## config.mk

```make
export PLATFORM = sky130hd
export DESIGN_NAME = acq_sequencer
export DESIGN_NICKNAME = d
export VERILOG_FILES = /design/src/rtl/acq_seq_pkg.sv /design/src/rtl/acq_seq_cnt.sv /design/src/rtl/acq_seq_ctrl.sv /design/src/rtl/acq_sequencer.sv
export SDC_FILE = /design/constraint.sdc
export NUM_CORES = 1
export LEC_CHECK = 0
export BUFFER_PORTS_ARGS = -buffer_cell sky130_fd_sc_hd__clkbuf_2
export CORE_MARGIN = 2
export CORE_UTILIZATION = 40
export CTS_BUF_LIST = sky130_fd_sc_hd__clkbuf_2
export CTS_CLUSTER_DIAMETER = 80
export DETAILED_ROUTE_END_ITERATION = 8
export MAX_ROUTING_LAYER = met4
export PLACE_DENSITY = 0.67
export SYNTH_ARGS = -nofsm -noshare
export SYNTH_HDL_FRONTEND = slang
export SYNTH_SLANG_ARGS = --single-unit
```

## constraint.sdc

```tcl
create_clock -name clk -period 3.7 [get_ports clk]
set_input_delay 0.37 -clock clk [delete_from_list [all_inputs] [get_ports clk]]
set_output_delay 0.37 -clock clk [all_outputs]
set_load 0.005 [all_outputs]
```

## src/rtl/acq_seq_pkg.sv

```systemverilog
package acq_seq_pkg;
    localparam int DLY_W = 16;
    localparam int LEN_W = 16;
    localparam int DEC_W = 18;

    typedef enum logic [1:0] {
        ST_IDLE   = 2'd0,
        ST_ARMED  = 2'd1,
        ST_DELAY  = 2'd2,
        ST_SAMPLE = 2'd3
    } seq_state_e;

    typedef struct packed {
        logic start;
        logic integ;
        logic done;
    } smp_strobe_t;

    typedef struct packed {
        logic dly_load;
        logic dly_step;
        logic ph_clr;
        logic ph_step;
        logic per_clr;
        logic per_step;
    } cnt_ctrl_t;

    function automatic smp_strobe_t strobe_gate(input smp_strobe_t s, input logic en);
        smp_strobe_t r;
        r.start = s.start & en;
        r.integ = s.integ & en;
        r.done  = s.done  & en;
        return r;
    endfunction
endpackage

```

## src/rtl/acq_seq_cnt.sv

```systemverilog
module acq_seq_cnt #(
    parameter int W        = 8,
    parameter bit COUNT_UP = 1'b1
) (
    input  logic         clk,
    input  logic         rst,
    input  logic         clr,
    input  logic         load,
    input  logic [W-1:0] ld_val,
    input  logic         step,
    output logic [W-1:0] q
);
    localparam logic [W-1:0] ONE = W'(1);

    logic [W-1:0] q_next_step;

    generate
        if (COUNT_UP) begin : g_up
            assign q_next_step = q + ONE;
        end else begin : g_down
            assign q_next_step = q - ONE;
        end
    endgenerate

    always_ff @(posedge clk) begin
        if (rst || clr) begin
            q <= '0;
        end else if (load) begin
            q <= ld_val;
        end else if (step) begin
            q <= q_next_step;
        end
    end
endmodule

```

## src/rtl/acq_seq_ctrl.sv

```systemverilog
module acq_seq_ctrl
    import acq_seq_pkg::*;
(
    input  logic        clk,
    input  logic        rst,
    input  logic        acq_en,
    input  logic        trig_in,
    input  logic        avg_mode,
    input  logic        dly_is_zero,
    input  logic        dly_last,
    input  logic        ph_zero,
    input  logic        ph_last,
    input  logic        per_last,
    output logic        trig_wait,
    output logic        trig_ack,
    output smp_strobe_t strobe,
    output cnt_ctrl_t   cctl
);
    seq_state_e state, state_nx;
    logic       done_q;
    logic       accept;
    logic       in_sample;
    smp_strobe_t raw;

    assign in_sample = (state == ST_SAMPLE);
    assign accept    = (state == ST_ARMED) && acq_en && trig_in;
    assign trig_wait = (state == ST_ARMED) && acq_en;
    assign trig_ack  = accept;

    always_comb begin
        state_nx = state;
        if (!acq_en) begin
            state_nx = ST_IDLE;
        end else begin
            case (state)
                ST_IDLE:   state_nx = ST_ARMED;
                ST_ARMED:  if (accept) state_nx = dly_is_zero ? ST_SAMPLE : ST_DELAY;
                ST_DELAY:  if (dly_last) state_nx = ST_SAMPLE;
                ST_SAMPLE: if (ph_last && per_last) state_nx = ST_IDLE;
                default:   state_nx = ST_IDLE;
            endcase
        end
    end

    always_ff @(posedge clk) begin
        if (rst) begin
            state  <= ST_IDLE;
            done_q <= 1'b0;
        end else begin
            state  <= state_nx;
            done_q <= acq_en && in_sample && ph_last;
        end
    end

    always_comb begin
        raw.start = in_sample && ph_zero;
        raw.integ = in_sample && (avg_mode || ph_zero);
        raw.done  = done_q;
        strobe    = strobe_gate(raw, acq_en);
    end

    always_comb begin
        cctl.dly_load = accept;
        cctl.dly_step = (state == ST_DELAY);
        cctl.ph_clr   = !in_sample || ph_last;
        cctl.ph_step  = in_sample;
        cctl.per_clr  = !in_sample;
        cctl.per_step = in_sample && ph_last;
    end
endmodule

```

## src/rtl/acq_sequencer.sv

```systemverilog
module acq_sequencer
    import acq_seq_pkg::*;
#(
    parameter int DW = DLY_W,
    parameter int LW = LEN_W,
    parameter int MW = DEC_W
) (
    input  logic          clk,
    input  logic          rst,
    input  logic          acq_en,
    input  logic [DW-1:0] trig_delay,
    input  logic [LW-1:0] rec_len,
    input  logic [MW-1:0] decim,
    input  logic          avg_mode,
    input  logic          trig_in,
    output logic          trig_wait,
    output logic          trig_ack,
    output logic          smp_start,
    output logic          smp_integrate,
    output logic          smp_done
);
    localparam logic [DW-1:0] DLY_ONE = DW'(1);

    smp_strobe_t strobe;
    cnt_ctrl_t   cctl;
    logic [DW-1:0] dly_q;
    logic [MW-1:0] ph_q;
    logic [LW-1:0] per_q;

    acq_seq_ctrl u_ctrl (
        .clk         (clk),
        .rst         (rst),
        .acq_en      (acq_en),
        .trig_in     (trig_in),
        .avg_mode    (avg_mode),
        .dly_is_zero (trig_delay == '0),
        .dly_last    (dly_q == DLY_ONE),
        .ph_zero     (ph_q == '0),
        .ph_last     (ph_q == decim),
        .per_last    (per_q == rec_len),
        .trig_wait   (trig_wait),
        .trig_ack    (trig_ack),
        .strobe      (strobe),
        .cctl        (cctl)
    );

    acq_seq_cnt #(.W(DW), .COUNT_UP(1'b0)) u_dly (
        .clk(clk), .rst(rst), .clr(1'b0), .load(cctl.dly_load),
        .ld_val(trig_delay), .step(cctl.dly_step), .q(dly_q)
    );

    acq_seq_cnt #(.W(MW), .COUNT_UP(1'b1)) u_phase (
        .clk(clk), .rst(rst), .clr(cctl.ph_clr), .load(1'b0),
        .ld_val('0), .step(cctl.ph_step), .q(ph_q)
    );

    acq_seq_cnt #(.W(LW), .COUNT_UP(1'b1)) u_period (
        .clk(clk), .rst(rst), .clr(cctl.per_clr), .load(1'b0),
        .ld_val('0), .step(cctl.per_step), .q(per_q)
    );

    assign smp_start     = strobe.start;
    assign smp_integrate = strobe.integ;
    assign smp_done      = strobe.done;
endmodule

```

# Yosys cells after proc, flatten, opt, wreduce, memory -nomap -nowiden
# Cells that the tools add are included.
# Widths: inputs -> output; s select.
dict set report classes {
  n_addsub 3
  eq_ne 9
  n_mux 7
  bitwise_logic 4
  reduce_logical 19
}
# operator count
set ops {}
lappend ops {{$mux 16} 2}
lappend ops {{$add 18x1->18 const B} 1}
lappend ops {{$eq 18x18->1} 1}
lappend ops {{$logic_not 18->1} 1}
lappend ops {{$add 16x1->16 const B} 1}
lappend ops {{$eq 16x1->1 const B} 1}
lappend ops {{$eq 16x16->1} 1}
lappend ops {{$logic_not 16->1} 1}
lappend ops {{$sub 16x1->16 const B} 1}
lappend ops {{$logic_and 1x1->1} 8}
lappend ops {{$pmux 2 s4} 1}
lappend ops {{$mux 2} 3}
lappend ops {{$ne 2x2->1 const B} 3}
lappend ops {{$eq 2x2->1 const B} 2}
lappend ops {{$logic_or 1x1->1} 4}
lappend ops {{$and 1x1->1} 3}
lappend ops {{$reduce_and 3->1} 1}
lappend ops {{$eq 2x1->1 const B} 1}
lappend ops {{$logic_not 2->1} 1}
lappend ops {{$reduce_bool 2->1} 1}
lappend ops {{$reduce_or 2->1} 1}
lappend ops {{$logic_not 1->1} 1}
lappend ops {{$mux 1} 1}
lappend ops {{$not 1->1} 1}
dict set report word_totals {
  regBits 53
  inputBits 55
  out_inout_bits 5
  wordCells 47
}

# Depth between registers and ports, before layout
dict set report depth {
  word_depth 5
  mapped_depth 9
  ltp_nobuf 8
}

# By module
# From an unflattened synthesis, not the netlist that was laid out.
dict set report hier_totals {
  cells_unflattened 411
  area_unflattened_um2 3399.5
}
# mod n_inst cells_per_inst area_per_inst_um2
set modules_own_cells {}
lappend modules_own_cells {{acq_seq_cnt at u_phase} 1 117 947.2}
lappend modules_own_cells {{acq_seq_cnt at u_period} 1 100 877.1}
lappend modules_own_cells {{acq_seq_cnt at u_dly} 1 99 823.3}
lappend modules_own_cells {acq_sequencer 1 62 483.0}
lappend modules_own_cells {acq_seq_ctrl 1 33 269.0}

# Least setup slack after synthesis
# No wires, ideal clock.
dict set report synth_timing {
  kind {reg-to-reg}
  from {reg u_ctrl.state[1]}
  to {reg u_phase.q[17]}
  setup_ns 0.114
  arrival_time_ns 1.755
  required_ns 3.586
  setup_slack_ns 1.831
  path_stages_with_launch 9
  path_buffers 1
  synth_period_minus_slack_ns 1.869
  cell_sequence {dfxtp_1 -> ha_1 -> clkbuf_1 -> and4_1 -> nand3_1 -> nor3_1 -> nand3_1 -> xor2_1 -> nor2_1}
}
dict set report synth_via {
  elab_chain_cells 4
}
# element line
set synth_lines {}
lappend synth_lines {{start: declaration} acq_seq_ctrl.sv:19} ;# seq_state_e state, state_nx;
lappend synth_lines {{start signal: assignment} acq_seq_ctrl.sv:50} ;# state <= state_nx;
lappend synth_lines {{$eq 2x2->1 *} acq_seq_ctrl.sv:25} ;# assign in_sample = (state == ST_SAMPLE);
lappend synth_lines {{$logic_not 1->1} acq_seq_ctrl.sv:65} ;# cctl.ph_clr = !in_sample || ph_last;
lappend synth_lines {{$logic_or 1x1->1} acq_seq_ctrl.sv:65}
lappend synth_lines {{$logic_or 1x1->1} acq_seq_cnt.sv:26} ;# if (rst || clr) begin
lappend synth_lines {{end signal: assignment} acq_seq_cnt.sv:29} ;# q <= ld_val;
lappend synth_lines {{end signal: assignment} acq_seq_cnt.sv:31} ;# q <= q_next_step;
lappend synth_lines {{end: declaration} acq_seq_cnt.sv:11} ;# output logic [W-1:0] q
# Every way passes the cells marked *; elsewhere a longest branch is shown, timed or not.
# A chain may end at the register's enable or synchronous reset.

# Worst setup path in the final report
dict set report layout_timing {
  from {reg u_ctrl.state[1]}
  to {out trig_ack}
}
dict set report layout_via {
  elab_chain_cells 3
}
# element line
set layout_lines {}
lappend layout_lines {{$eq 2x1->1} acq_seq_ctrl.sv:26} ;# assign accept = (state == ST_ARMED) && acq_en && trig_in;
lappend layout_lines {{$logic_and 1x1->1 (2 in a row)} acq_seq_ctrl.sv:26}
lappend layout_lines {{end: declaration} acq_sequencer.sv:17} ;# output logic trig_ack,
# Every way passes these cells.

==> impl_metrics.csv <==
group,metric,value,unit
run_status,status,"complete, no violations",
routing,dr.pass1.iters,4,
power,irDropWorstVdd,169,uV
sta,finalSetupViolCount,0,
sta,slew_violations,0,
setup_path,timing.rr.start,"u_phase.q[12]$_SDFFE_PP0N_",
finish,num-nets-final,487,
die,start_util,41.0,%
sta,tightest_slew,664,ps
global_route,first_global_vias,2555,
finish,stdcell_area,0.00354,sq mm
yosys,ys_ff_latch,53,
clock_network,cts_buffer_depth,2,
finish,antenna_cells,0,
power,p_leak,1.32,nW
die,die_y,92.8,microns
die,core_area,0.00769,sq mm
yosys,yosysSeqAreaShare,33.7,%
die,die-width,92.8,microns
finish,fin_util,46.0,%
sta,finClkSkew,14.2,ps
finish,layout-drive-gt1-share,19.8,%
yosys,syn_area,0.00315,sq mm
finish,final_cell_mix,"clkbuf_2, nor2_1, dfxtp_1",
routing,drtIter0Drc,81,
power,power,979,uW
sta,fmax,421,MHz
setup_path,r2r_setup_slack,1390,ps
yosys,ys.flop_type,"dfxtp_1",
yosys,syn_nets,434,
yosys,synth_cells,370,
clock_network,cts_buffers,5,
setup_path,critPathBufInv,3,
sta,fin_crit,2370,ps
die,pin_count,60,
sta,hold_ws,190,ps
sta,final.period_utilization,64.1,%
power,p_seq_share,61.6,%
routing,wirelength,6830,microns
clock_network,cts_tree,"done",
yosys,synth_edf_count,0,
global_route,grt.overflow.total,0,
global_route,grt_max_degree,20,
power,p_comb_share,15.5,%
clock_network,cts.sinks,53,
power,switchingPower,269,uW
finish,layout_commonest_cell,"clkbuf_2",
routing,viasPerCell,5.16,
yosys,avgSynthCellArea,8.52,sq um
yosys,synth_cell_type_count,47,
setup_path,crit_arrival,2000,ps
clock_network,cts_max_level,2,
sta,final.setup.tns,0,ps
flow_run,maxCapViolCount,0,
setup_path,cp_common_cell,"inv_1",
routing,wl_per_cell,13.0,microns
yosys,async_flop_share,0,%
setup_path,crit_slowest_cell,"nand2_1",
setup_path,critical_path_peak_fanout,19,
hold_path,holdCritStartpoint,"trig_delay[1]",
sta,rsz0062_at_grt,"false",
routing,drt_drc_violations_left,0,
hold_path,hp-class,"in -> reg",
setup_path,worstPathCellList,"inv_1 -> ha_1 -> and2_1 -> nand2_1 -> inv_1 -> clkbuf_2",
global_route,grt_pass1_wl,11400,microns
power,power.share.switching,27.5,%
global_route,antenna_found_initial,0,
clock_network,clock_latency,420,ps
setup_path,cp.required,3330,ps
clock_network,cts_setup_buffers,0,
routing,antenna_left,0,
routing,route.vias.total,2716,
clock_network,cts_root_buffer,"clkbuf_2",
place,port-buffer-count,59,
setup_path,cp_top_family,"simple AND/OR/NAND/NOR gates",
place,hpwl,5330,microns
die,die-area,0.00861,sq mm
clock_network,path_clk_slew,240,ps
die,rows,32,
setup_path,cp-startpoint,"u_ctrl.state[1]$_SDFFE_PP0P_",
clock_network,hold_buffers,0,
global_route,track_usage,16.6,%
clock_network,ctsResizeCount,0,
power,pwr_density_cell,277,mW/mm^2
setup_path,worstSetupEndpointType,"primary output",
setup_path,critPathMaxStageDelay,460,ps
sta,max_slew_margin,55.7,%
power,power_frac_clock,22.8,%
setup_path,path_class,"reg -> out",
place,routabilityCongestion,0.849,
power,cell_internal_pwr,710,uW
place,place_area,0.00350,sq mm
yosys,synth_warnings,0,
sta,final-hold-violation-count,0,
setup_path,start_kind,"flip-flop",
finish,area_growth,12.2,%
==> final cells by class <==
class,instances,area [sq um]
inverter,11,41.3
multi-input combinational,292,1960
fill,770,4150
timing repair buffer,60,303
clock buffer,6,30.0
clock inverter,2,10.0
tap,102,128
sequential,53,1060
==> Yosys cell counts (3+ instances only) <==
master    number  area share, %
nand4_1       21            4.2
clkbuf_1       5           0.60
a21oi_1       12            1.9
dfxtp_1       53             34
mux2i_1        3           0.95
nand2_1       16            1.9
a311oi_1       4            1.1
nand3_1       13            2.1
ha_1           9            3.6
xor2_1        34            9.4
nor3_1         4           0.63
buf_6          4            1.4
nor4_1        12            2.4
a211oi_1      11            2.6
nor2_1        58            6.9
xnor2_1       31            8.6
o21ai_0       12            1.9
or3_1         11            2.2
inv_1         11            1.3
and2_1         6            1.2
buf_1          4           0.48
and3_1         6            1.2
==> through the flow <==
step | instances | worst slack [ps]
global route | 526 | 1080
CTS | 526 | 1280
detailed placement | 518 | 1320
global placement | 518 | 1360
floorplan | 370 | 1830
finish | 526 | 1330
==> sequential cells by signal, indices dropped and copies added, names as in the netlist <==
| signal | cells |
|---|---|
| u_ctrl.done_q | 1 |
| u_phase.q | 18 |
| u_ctrl.state | 2 |
| u_period.q | 16 |
| u_dly.q | 16 |
==> tightest hold or removal path, delay by kind of cell <==
| family | cells | cell delay, ps |
|---|---|---|
| and+or+nand+nor | 1 | 80 |
| buffers and inverters | 1 | 90 |
| muxes | 1 | 60 |
==> kinds of logic after synthesis <==
family                     synth area share [%]
muxes                                     0.952
xor gates and xnor gates                   19.4
adders and majority gates                  3.57
DFF                                        33.7
and+or+nand+nor                            29.2
buffers and inverters                      4.05
AOI/OAI and AO/OA                          9.13
==> layer usage <==
| layer | global-route usage [%] | routed length, microns |
|---|---|---|
| met2 | 26.8 | 3120 |
| met4 | 4.29 | 99 |
| met5 | - | 0 |
| met3 | 3.25 | 283 |
| met1 | 21.4 | 3330 |
==> final timing paths <==
kind / cells past startpoint / endpoint
worst max-delay path: 6 / trig_ack
worst min-delay path: 3 / u_dly.q[1]$_SDFFE_PP0P_
worst max register to register: 6 / u_phase.q[4]$_SDFFE_PP0N_
worst min register to register: 2 / u_dly.q[5]$_SDFFE_PP0P_
==> power groups by stage <==
stage               clock, mW  combinational [mW]  sequential, mW
global route            0.253               0.170           0.607
floorplan                   0              0.0968           0.611
global placement            0               0.149           0.613
CTS                     0.233               0.153           0.604
detailed placement          0               0.152           0.614
finish                  0.223               0.152           0.604
Power figures use the tool's default switching activity.
